### src/rtl/lamp_seq_pkg.sv
package lamp_seq_pkg;
    typedef enum logic [3:0] {
        ST_WAIT, ST_PREHEAT, ST_COUNT, ST_SWEEP, ST_HOLD,
        ST_REHEAT, ST_RAMP, ST_RUN, ST_BRKOFF, ST_FAULT
    } seq_state_e;

    localparam logic [1:0] LAMPS_NONE = 2'd0;
    localparam logic [1:0] LAMPS_ONE  = 2'd1;
    localparam logic [1:0] LAMPS_TWO  = 2'd2;
endpackage

### src/rtl/lseq_gate.sv
module lseq_gate #(
    parameter int HP_W = 10,
    parameter int DEAD = 3
) (
    input  logic            clk,
    input  logic            rst_n,
    input  logic            en,
    input  logic [HP_W-1:0] half,
    output logic            hi,
    output logic            lo
);
    localparam logic [HP_W-1:0] DEAD_T = HP_W'(DEAD);

    typedef struct packed {
        logic [HP_W-1:0] cnt;
        logic            ph;
    } gate_t;

    gate_t q, d;

    always_comb begin
        d = q;
        if (!en) begin
            d.cnt = '0;
            d.ph  = 1'b0;
        end else if (q.cnt >= half - 1'b1) begin
            d.cnt = '0;
            d.ph  = ~q.ph;
        end else begin
            d.cnt = q.cnt + 1'b1;
        end
    end

    always_ff @(posedge clk or negedge rst_n) begin
        if (!rst_n) q <= '0;
        else        q <= d;
    end

    // dead band sits at the start of each half period
    assign hi = en && !q.ph && (q.cnt >= DEAD_T);
    assign lo = en &&  q.ph && (q.cnt >= DEAD_T);
endmodule

### src/rtl/lseq_ctrl.sv
module lseq_ctrl
    import lamp_seq_pkg::*;
#(
    parameter int ADC_W = 10, parameter int HP_W = 10, parameter int TM_W = 16,
    parameter int PRE_HP = 20, parameter int REHEAT_HP = 21, parameter int IGN_HP = 40,
    parameter int RUN_MIN_HP = 20, parameter int RUN_MAX_HP = 50,
    parameter int PREHEAT_TICKS = 200, parameter int REHEAT_TICKS = 300,
    parameter int HOLD_TICKS = 200, parameter int OFF_TICKS = 4,
    parameter int SWEEP_DIV = 8, parameter int SAMPLES = 15,
    parameter int MAX_TRIES = 3, parameter int OC_LIMIT = 6,
    parameter int TWO_LAMP_CODE = 20, parameter int EMPTY_CODE = 10,
    parameter int IGN2_CODE = 100, parameter int IGN1_CODE = 30, parameter int VCOLL_CODE = 20
) (
    input  logic             clk,
    input  logic             rst_n,
    input  logic             pfc_ok,
    input  logic [ADC_W-1:0] lamp_i,
    input  logic [ADC_W-1:0] lamp_v,
    input  logic [ADC_W-1:0] power_ref,
    output logic             bridge_en,
    output logic [HP_W-1:0]  half_per,
    output logic [1:0]       lamp_count,
    output logic             igniting,
    output logic             running,
    output logic             fault,
    output logic             pfc_enable
);
    localparam int SW = ADC_W + 4;
    localparam int MW = ADC_W + 5;
    localparam logic [HP_W-1:0] PRE_H  = HP_W'(PRE_HP);
    localparam logic [HP_W-1:0] REH_H  = HP_W'(REHEAT_HP);
    localparam logic [HP_W-1:0] IGN_H  = HP_W'(IGN_HP);
    localparam logic [HP_W-1:0] MIN_H  = HP_W'(RUN_MIN_HP);
    localparam logic [HP_W-1:0] MAX_H  = HP_W'(RUN_MAX_HP);
    localparam logic [TM_W-1:0] PRE_END  = TM_W'(PREHEAT_TICKS - 1);
    localparam logic [TM_W-1:0] REH_END  = TM_W'(REHEAT_TICKS - 1);
    localparam logic [TM_W-1:0] HOLD_END = TM_W'(HOLD_TICKS - 1);
    localparam logic [TM_W-1:0] OFF_END  = TM_W'(OFF_TICKS - 1);
    localparam logic [TM_W-1:0] STEP_END = TM_W'(SWEEP_DIV - 1);
    localparam logic [TM_W-1:0] SMP_END  = TM_W'(SAMPLES - 1);
    localparam logic [SW-1:0]   SUM_TWO  = SW'(TWO_LAMP_CODE * SAMPLES);
    localparam logic [SW-1:0]   SUM_EMPTY = SW'(EMPTY_CODE * SAMPLES);
    localparam logic [3:0]      TRY_MAX  = 4'(MAX_TRIES);
    localparam logic [3:0]      OC_MAX   = 4'(OC_LIMIT);

    typedef struct packed {
        seq_state_e      st;
        logic [HP_W-1:0] hp;
        logic [TM_W-1:0] tmr;
        logic [SW-1:0]   sum;
        logic [3:0]      tries;
        logic [3:0]      ocn;
        logic [1:0]      lamps;
        logic            flt;
        logic            pfc_en;
    } ctrl_t;

    ctrl_t q, d;

    logic             step, proof;
    logic [SW-1:0]    sum_n;
    logic [ADC_W-1:0] ref_eff;
    logic [MW-1:0]    cur10, ref8, ref11, ref12;

    assign step    = (q.tmr == STEP_END);
    assign sum_n   = q.sum + SW'(lamp_i);
    assign ref_eff = (q.lamps == LAMPS_ONE) ? (power_ref >> 1) : power_ref;
    assign cur10   = MW'(lamp_i) * MW'(10);
    assign ref8    = MW'(ref_eff) * MW'(8);
    assign ref11   = MW'(ref_eff) * MW'(11);
    assign ref12   = MW'(ref_eff) * MW'(12);
    assign proof   = ((q.lamps == LAMPS_TWO) ? (lamp_i > ADC_W'(IGN2_CODE))
                                             : (lamp_i > ADC_W'(IGN1_CODE)))
                     && (lamp_v < ADC_W'(VCOLL_CODE));

    always_comb begin
        d     = q;
        d.tmr = q.tmr + 1'b1;
        if (q.flt) begin
            d.st = ST_FAULT;
        end else if (!pfc_ok && q.st != ST_WAIT) begin
            d.st  = ST_WAIT;
            d.tmr = '0;
        end else begin
            case (q.st)
                ST_WAIT: if (pfc_ok) begin
                    d.st = ST_PREHEAT; d.hp = PRE_H; d.tmr = '0;
                end
                ST_PREHEAT: if (q.tmr == PRE_END) begin
                    d.st = ST_COUNT; d.tmr = '0; d.sum = '0;
                end
                ST_COUNT: begin
                    d.sum = sum_n;
                    if (q.tmr == SMP_END) begin
                        d.tmr = '0;
                        d.st  = ST_SWEEP;
                        if (sum_n > SUM_TWO)        d.lamps = LAMPS_TWO;
                        else if (sum_n < SUM_EMPTY) begin
                            d.lamps = LAMPS_NONE; d.flt = 1'b1; d.st = ST_FAULT;
                        end else                    d.lamps = LAMPS_ONE;
                    end
                end
                ST_SWEEP: if (step) begin
                    d.tmr = '0;
                    if (q.hp < IGN_H) d.hp = q.hp + 1'b1;
                    else              d.st = ST_HOLD;
                end
                ST_HOLD: if (q.tmr == HOLD_END) begin
                    d.tmr = '0;
                    if (proof) begin
                        d.st = ST_RAMP; d.tries = '0;
                    end else if (q.tries + 1'b1 >= TRY_MAX) begin
                        d.flt = 1'b1; d.st = ST_FAULT;
                    end else begin
                        d.tries = q.tries + 1'b1; d.st = ST_REHEAT; d.hp = REH_H;
                    end
                end
                ST_REHEAT: if (q.tmr == REH_END) begin
                    d.st = ST_SWEEP; d.tmr = '0;
                end
                ST_RAMP: if (step) begin
                    d.tmr = '0;
                    if (q.hp < MAX_H) d.hp = q.hp + 1'b1;
                    else              d.st = ST_RUN;
                end
                ST_RUN: if (step) begin
                    d.tmr = '0;
                    if (q.lamps == LAMPS_ONE && cur10 > ref12) begin
                        d.lamps = LAMPS_TWO; d.hp = PRE_H; d.st = ST_PREHEAT;
                    end else if (cur10 > ref11) begin
                        d.ocn = q.ocn + 1'b1;
                        if (q.ocn + 1'b1 >= OC_MAX) begin
                            d.flt = 1'b1; d.pfc_en = 1'b0; d.st = ST_FAULT;
                        end else d.st = ST_BRKOFF;
                    end else if (q.lamps == LAMPS_TWO && cur10 < ref8) begin
                        d.lamps = LAMPS_ONE;
                        if (q.hp > MIN_H) d.hp = q.hp - 1'b1;
                    end else if (lamp_i > ref_eff && q.hp > MIN_H) begin
                        d.hp = q.hp - 1'b1;
                    end else if (lamp_i < ref_eff && q.hp < MAX_H) begin
                        d.hp = q.hp + 1'b1;
                    end
                end
                ST_BRKOFF: if (q.tmr == OFF_END) begin
                    d.st = ST_REHEAT; d.hp = REH_H; d.tmr = '0;
                end
                default: d.st = ST_FAULT;
            endcase
        end
    end

    always_ff @(posedge clk or negedge rst_n) begin
        if (!rst_n) begin
            q        <= '0;
            q.st     <= ST_WAIT;
            q.hp     <= PRE_H;
            q.pfc_en <= 1'b1;
        end else begin
            q <= d;
        end
    end

    assign bridge_en  = !(q.st inside {ST_WAIT, ST_BRKOFF, ST_FAULT});
    assign half_per   = q.hp;
    assign lamp_count = q.lamps;
    assign igniting   = (q.st == ST_SWEEP) || (q.st == ST_HOLD);
    assign running    = (q.st == ST_RUN);
    assign fault      = q.flt;
    assign pfc_enable = q.pfc_en;
endmodule

### src/rtl/lamp_sequencer.sv
module lamp_sequencer #(
    parameter int ADC_W = 10,
    parameter int HP_W  = 10,
    parameter int DEAD  = 3
) (
    input  logic             clk,
    input  logic             rst_n,
    input  logic             pfc_ok,
    input  logic [ADC_W-1:0] lamp_i,
    input  logic [ADC_W-1:0] lamp_v,
    input  logic [ADC_W-1:0] power_ref,
    output logic             gate_hi,
    output logic             gate_lo,
    output logic [1:0]       lamp_count,
    output logic             igniting,
    output logic             running,
    output logic             fault,
    output logic             pfc_enable
);
    logic            bridge_en;
    logic [HP_W-1:0] half_per;

    lseq_ctrl #(.ADC_W(ADC_W), .HP_W(HP_W)) u_ctrl (
        .clk(clk), .rst_n(rst_n), .pfc_ok(pfc_ok),
        .lamp_i(lamp_i), .lamp_v(lamp_v), .power_ref(power_ref),
        .bridge_en(bridge_en), .half_per(half_per), .lamp_count(lamp_count),
        .igniting(igniting), .running(running), .fault(fault),
        .pfc_enable(pfc_enable)
    );

    lseq_gate #(.HP_W(HP_W), .DEAD(DEAD)) u_gate (
        .clk(clk), .rst_n(rst_n), .en(bridge_en), .half(half_per),
        .hi(gate_hi), .lo(gate_lo)
    );
endmodule

### config.mk
export PLATFORM = sky130hd
export DESIGN_NAME = lamp_sequencer
export DESIGN_NICKNAME = d
export VERILOG_FILES = /design/src/rtl/lamp_seq_pkg.sv /design/src/rtl/lseq_gate.sv /design/src/rtl/lseq_ctrl.sv /design/src/rtl/lamp_sequencer.sv
export SDC_FILE = /design/constraint.sdc
export NUM_CORES = 1
export LEC_CHECK = 0
export BUFFER_PORTS_ARGS = -buffer_cell sky130_fd_sc_hd__buf_2
export CAP_MARGIN = 20
export CORE_AREA = 2 2 110 112
export DETAILED_ROUTE_END_ITERATION = 8
export DIE_AREA = 0 0 112 114
export GPL_TIMING_DRIVEN = 0
export HOLD_SLACK_MARGIN = 0.02
export PLACE_DENSITY = 0.88
export SLEW_MARGIN = 20
export SYNTH_ARGS = -nofsm -noshare
export SYNTH_HDL_FRONTEND = slang
export SYNTH_SLANG_ARGS = --single-unit
### constraint.sdc
create_clock -name clk -period 10 [get_ports clk]
set_input_delay 2 -clock clk [delete_from_list [all_inputs] [get_ports clk]]
set_output_delay 2 -clock clk [all_outputs]
set_load 0.03 [all_outputs]
# Yosys cells after proc, flatten, opt, wreduce, memory -nomap -nowiden

Cells that the tools add are included.

$add $sub $neg: 7
$mul: 3
$lt $le $gt $ge: 17
Equality and inequality tests: 45
Mux-type cells: 69
Bitwise operators: 4
Reduce and logical (&&, ||, !) cells: 28

Operator list:

| kind                                                            | number |
|---|---|
| two-way mux 30 bit                                              | 7 |
| case mux 16 bit (9 select lines)                                | 1 |
| two-way mux 10 bit                                              | 11 |
| two-way mux 4 bit                                               | 19 |
| case mux 10 bit (6 select lines)                                | 1 |
| two-way mux 16 bit                                              | 3 |
| two-way mux 42 bit                                              | 1 |
| case mux 4 bit (9 select lines)                                 | 1 |
| inequality test 4 x 1 -> 1 bit (second input constant)          | 8 |
| greater-than comparator 14 bit                                  | 2 |
| case mux 14 bit (2 select lines)                                | 1 |
| two-way mux 26 bit                                              | 1 |
| adder 10 x 1 -> 10 bit (second input constant)                  | 2 |
| greater-than comparator 10 x 5 -> 1 bit (second input constant) | 2 |
| less-than comparator 10 x 6 -> 1 bit (second input constant)    | 2 |
| inequality test 2 x 1 -> 1 bit (second input constant)          | 10 |
| adder 16 x 1 -> 16 bit (second input constant)                  | 1 |
| equality test 16 x 2 -> 1 bit (second input constant)           | 1 |
| equality test 16 x 3 -> 1 bit (second input constant)           | 1 |
| equality test 16 x 4 -> 1 bit (second input constant)           | 1 |
| equality test 16 x 8 -> 1 bit (second input constant)           | 1 |
| equality test 16 x 9 -> 1 bit (second input constant)           | 1 |
| equality test 4 x 3 -> 1 bit (second input constant)            | 4 |
| AND reduction 16 bit                                            | 1 |
| other kinds (50)                                                | 90 |

Flip-flop bits (word level): 67
Bits of input ports: 33
Output and inout bits: 8
Word-level logic and storage cells: 184

# Longest topological paths before layout

Word-level depth: 13
Mapped depth: 29
Gate-level depth less buffers: 26

# Cells and area by module

A second synthesis with hierarchy kept.

Cells, all modules: 982
Area, all modules: 8072.7 µm²

Modules (own cells, without submodules):

| module    | times used | cells each | area an instance (µm²) | sequential area each (µm²) |
|---|---|---|---|---|
| lseq_ctrl | 1          | 886        | 7174.4                 | 1405.1 |
| lseq_gate | 1          | 96         | 898.4                  | 275.3 |

# Worst setup path after synthesis

Ideal clock, no wire load.

Path kind: input to register
From: input power_ref[3]
To: register u_ctrl.q, in the netlist u_ctrl.half_per[3]
Setup time: 0.120 ns
Arrival time: 6.827 ns
Required time: 9.880 ns
Path slack: 3.053 ns
Cell stages on the path: 26
Buffers on the path: 1
Cell sequence: mux2i_1 -> buf_2 -> inv_1 -> ha_1 -> ha_1 -> xnor2_1 -> ha_1 -> a21o_1 -> a21oi_1 -> o21bai_1 -> a21oi_1 -> o21bai_1 -> a21oi_1 -> o21bai_1 -> a21oi_1 -> xor2_1 -> ha_1 -> nand3_1 -> nor4_1 -> and3_1 -> o22a_1 -> o21a_1 -> o211ai_1 -> or2_1 -> o31a_1 -> a31o_1

Word-level cells in the longest chain between the ends: 9
Elaborated cells between the ends (all ways): 22
Classes of those cells: mul (2); order compare (5); eq/ne (3); mux (7); reduce/logical (5)

RTL lines:

| item                                                                   | RTL line             | text |
|---|---|---|
| start: declaration                                                     | lamp_sequencer.sv:11 | `input logic [ADC_W-1:0] power_ref,` |
| two-way mux 10 bit *                                                   | lseq_ctrl.sv:67      | `assign ref_eff = (q.lamps == LAMPS_ONE) ? (power_ref >> 1) : power_ref;` |
| branches (longest 8 deep; another with greater-than comparator 14 bit) | -                    |  |
| end: declaration                                                       | lseq_ctrl.sv:58      | `ctrl_t q, d;` |

Mark *: on every way between the ends. The select of a mux whose other input is x is not followed.
A chain may end at the register's enable or synchronous reset.

# Worst setup path in the final report

From: input power_ref[3]
To: register u_ctrl.q, in the netlist u_ctrl.half_per[0]

Same word-level chain as after synthesis.

==> results.json <==
{
  "routed_wl_mm": 19.5,
  "synth_top_flop_cell": "dfrtp_1",
  "syn_area_per_cell_um2": 8.25,
  "drt.antenna.violating_nets": 0,
  "netlist_area_um2": 7890,
  "cts_root_buf": "clkbuf_16",
  "setup_tns_ns": 0,
  "numClockSinks": 67,
  "die_area_um2": 12800,
  "grt-ovfl-total": 0,
  "r2r_end": "u_ctrl.half_per[0]$_DFFE_PN0P_",
  "ctsHoldBuffers": 0,
  "critPathKind": "input pin to flop",
  "setup_viol": 0,
  "synth.area.mux_share_pct": 3.28,
  "path_clk_slew_ns": 0.06,
  "cp_num_buf_inv": 4,
  "grt_pass1_vias": 7077,
  "synth-xor-area-share_pct": 8.72,
  "die_y_um": 114,
  "portBuffers": 37,
  "syn_nets": 1109,
  "ys_warn_count": 0,
  "antenna_found_initial": 0,
  "fp.coreArea_um2": 11700,
  "cp.required_ns": 10.25,
  "die_w_um": 112,
  "syn2layout_area_growth_pct": 9.69,
  "relSlewSlack_pct": 41.0,
  "grt_usage_pct": 31.2,
  "drive_above_1_share_pct": 9.40,
  "grt_pass1_wl_mm": 33.1,
  "crit_slowest_cell": "nor3_4",
  "dp_slack_ns": 2.10,
  "wire_per_inst_um": 16.8,
  "hold_path_class": "flop to flop",
  "synth_cell_types": 84,
  "nNetsFinal": 1158,
  "synth_edf_count": 0,
  "hold_end": "u_ctrl.pfc_enable$_DFFE_PN1P_",
  "viasPerCell": 6.32,
  "fin_ws_ns": 2.34,
  "ff2ff_path_depth": 29,
  "placed_cells": 1142,
  "synth_seq_cells": 67,
  "max-vdd-ir-drop_mv": 0.122,
  "fill_cells": 940,
  "r2r_start": "u_ctrl.lamp_count[1]$_DFFE_PN0P_",
  "p_leak_uw": 0.00409,
  "async_flop_share_pct": 100,
  "rsz0062_at_grt": "false",
  "slowest_delay_ns": 0.41,
  "std_cell_rows": 40,
  "start_kind": "input pin",
  "arrival_ns": 7.91,
  "maxCapViolations": 0,
  "io_pins": 41,
  "clock_latency_ns": 0.34,
  "hold_start": "u_ctrl.pfc_enable$_DFFE_PN1P_",
  "worstMarginPinSlew_ns": 0.861,
  "synth_fa_ha_area_share_pct": 19.9,
  "gp_congestion": 0.948,
  "critPathCaptureType": "flop",
  "cts_tree": "built",
  "fin_skew_ns": 0.00988,
  "h-tree-depth": 3,
  "drt-pass1-iter-count": 5,
  "hold_violations": 0,
  "status": "finished clean",
  "vias": 7316,
  "synth-compound-area-share_pct": 21.4,
  "yosys.area_share.simple_pct": 20.5,
  "cts.path.max_buffers": 2,
  "post-cts-setup-buffers": 0,
  "grt_max_degree": 59,
  "worstHoldPathCells": 1,
  "path_max_fanout": 10,
  "maxSlewViolCount": 0,
  "initial_core_util_pct": 67.4,
  "cts_buffers": 9,
  "drc": 0,
  "max_clock_freq_mhz": 131,
  "final.period_utilization_pct": 76.6,
  "hpwl_mm": 14.7,
  "yosysSeqAreaShare_pct": 21.3,
  "synth_top_family_by_area": "compound AO/OA/AOI/OAI gates",
  "antenna_cells": 0,
  "path_delay_family": "compound AO/OA/AOI/OAI gates",
  "cts_resized": 0,
  "critPathLaunch": "power_ref[3]",
  "powerDensity_nw_per_um2": 203,
  "drt_iter0_drc": 563,
  "period_minus_slack_ns": 7.66,
  "finalNonFillerCells": 1158,
  "ff2ff_setup_slack_ns": 3.32,
  "syn_inst": 957
}
## how the worst max path moves through the flow
stage,to,slack (ns),cells after the start
3_5_place_dp,u_ctrl.half_per[0]$_DFFE_PN0P_,2.10,28
5_1_grt,u_ctrl.half_per[0]$_DFFE_PN0P_,1.81,27
3_3_place_gp,u_ctrl.half_per[0]$_DFFE_PN0P_,2.23,28
2_1_floorplan,u_ctrl.half_per[3]$_DFFE_PN0P_,3.05,26
4_1_cts,u_ctrl.half_per[0]$_DFFE_PN0P_,2.42,28
6_report,u_ctrl.half_per[0]$_DFFE_PN0P_,2.34,28
## where the power goes
group          total (uW)  switching [uW]  internal (uW)
Clock                 393             123            270
Sequential            382            52.6            330
Combinational         980             582            399
Total                1760             757            998
## registers in the layout (all words and copies together), names as in the netlist
| name | cells |
|---|---|
| u_ctrl.pfc_enable | 1 |
| u_gate.q | 11 |
| u_ctrl.lamp_count | 2 |
| u_ctrl.q | 42 |
| u_ctrl.half_per | 10 |
| u_ctrl.fault | 1 |
## cells in the final DEF, fill, tap and decap left out, types with 18 or more instances in the layout
cell / netlist / routed
nand2_1: 63 / 63
a21o_1: 23 / 23
xnor2_1: 49 / 49
nand4_1: 18 / 18
nor3_1: 25 / 25
xor2_1: 27 / 27
dfrtp_1: 64 / 64
buf_2: 4 / 40
o21ai_0: 48 / 48
ha_1: 111 / 111
nand3_1: 38 / 38
nor2_1: 103 / 103
inv_1: 66 / 66
a21oi_1: 57 / 57
clkbuf_1: 19 / 20
## kinds of logic (layout without fill, tap and decap cells)
logic type,after synthesis,after routing
and+or+nand+nor,326,326
AOI/OAI and AO/OA,247,247
adders and majority gates,121,121
buffers and inverters,97,151
xor gates and xnor gates,77,77
DFF,67,67
muxes,22,22
## metrics by stage
stage	cell area (um2)	hold slack, ns	utilization (%)	power (uW)
floorplan	7890	0.453	-	1120
global placement	8260	0.465	70.5	1310
detailed placement	8290	0.470	70.8	1340
CTS	8660	0.487	73.9	1740
global route	8660	0.508	73.9	1900
finish	8660	0.485	73.9	1760
## final cells by class
class,count,area (um2),area share (%)
Inverter,66,248,2.86
Timing Repair Buffer,38,215,2.49
Clock buffer,10,229,2.64
Clock inverter,6,136,1.58
Sequential cell,67,1680,19.4
Buffer,31,148,1.71
Tap cell,147,184,2.12
Multi-Input combinational cell,793,5820,67.2
## routing by layer
layer | vias to the layer above | track usage, % | routed length, um
met5 | - | 0 | 0
met4 | 0 | 11.1 | 584
met3 | 58 | 3.40 | 1160
met2 | 273 | 53.3 | 9200
met1 | 3383 | 41.3 | 8540
li1 | 3602 | - | -
## cells in the mapped netlist, types with 11 or more instances
cell type	count	area share [%]
xor2_1	27	3.0
xnor2_1	49	5.4
o21ai_0	48	3.0
a211oi_1	11	1.0
nor3_1	25	1.6
a21o_1	23	2.2
nand2b_1	12	0.95
nor2_1	103	4.9
clkbuf_1	19	0.90
nand2_1	63	3.0
ha_1	111	18
a21oi_1	57	3.6
inv_1	66	3.1
nand3_1	38	2.4
mux2i_1	11	1.4
nand4_1	18	1.4
dfrtp_1	64	20
## worst reg2reg max path: cells and delay by family, from the launching register on
kind	cells	cell delay (ns)
AOI/OAI and AO/OA	12	2.15
xor gates and xnor gates	2	0.25
adders and majority gates	4	1.19
buffers and inverters	4	0.75
DFF	1	0.46
muxes	1	0.46
and+or+nand+nor	6	1.36
(Power assumes the default switching activity.)
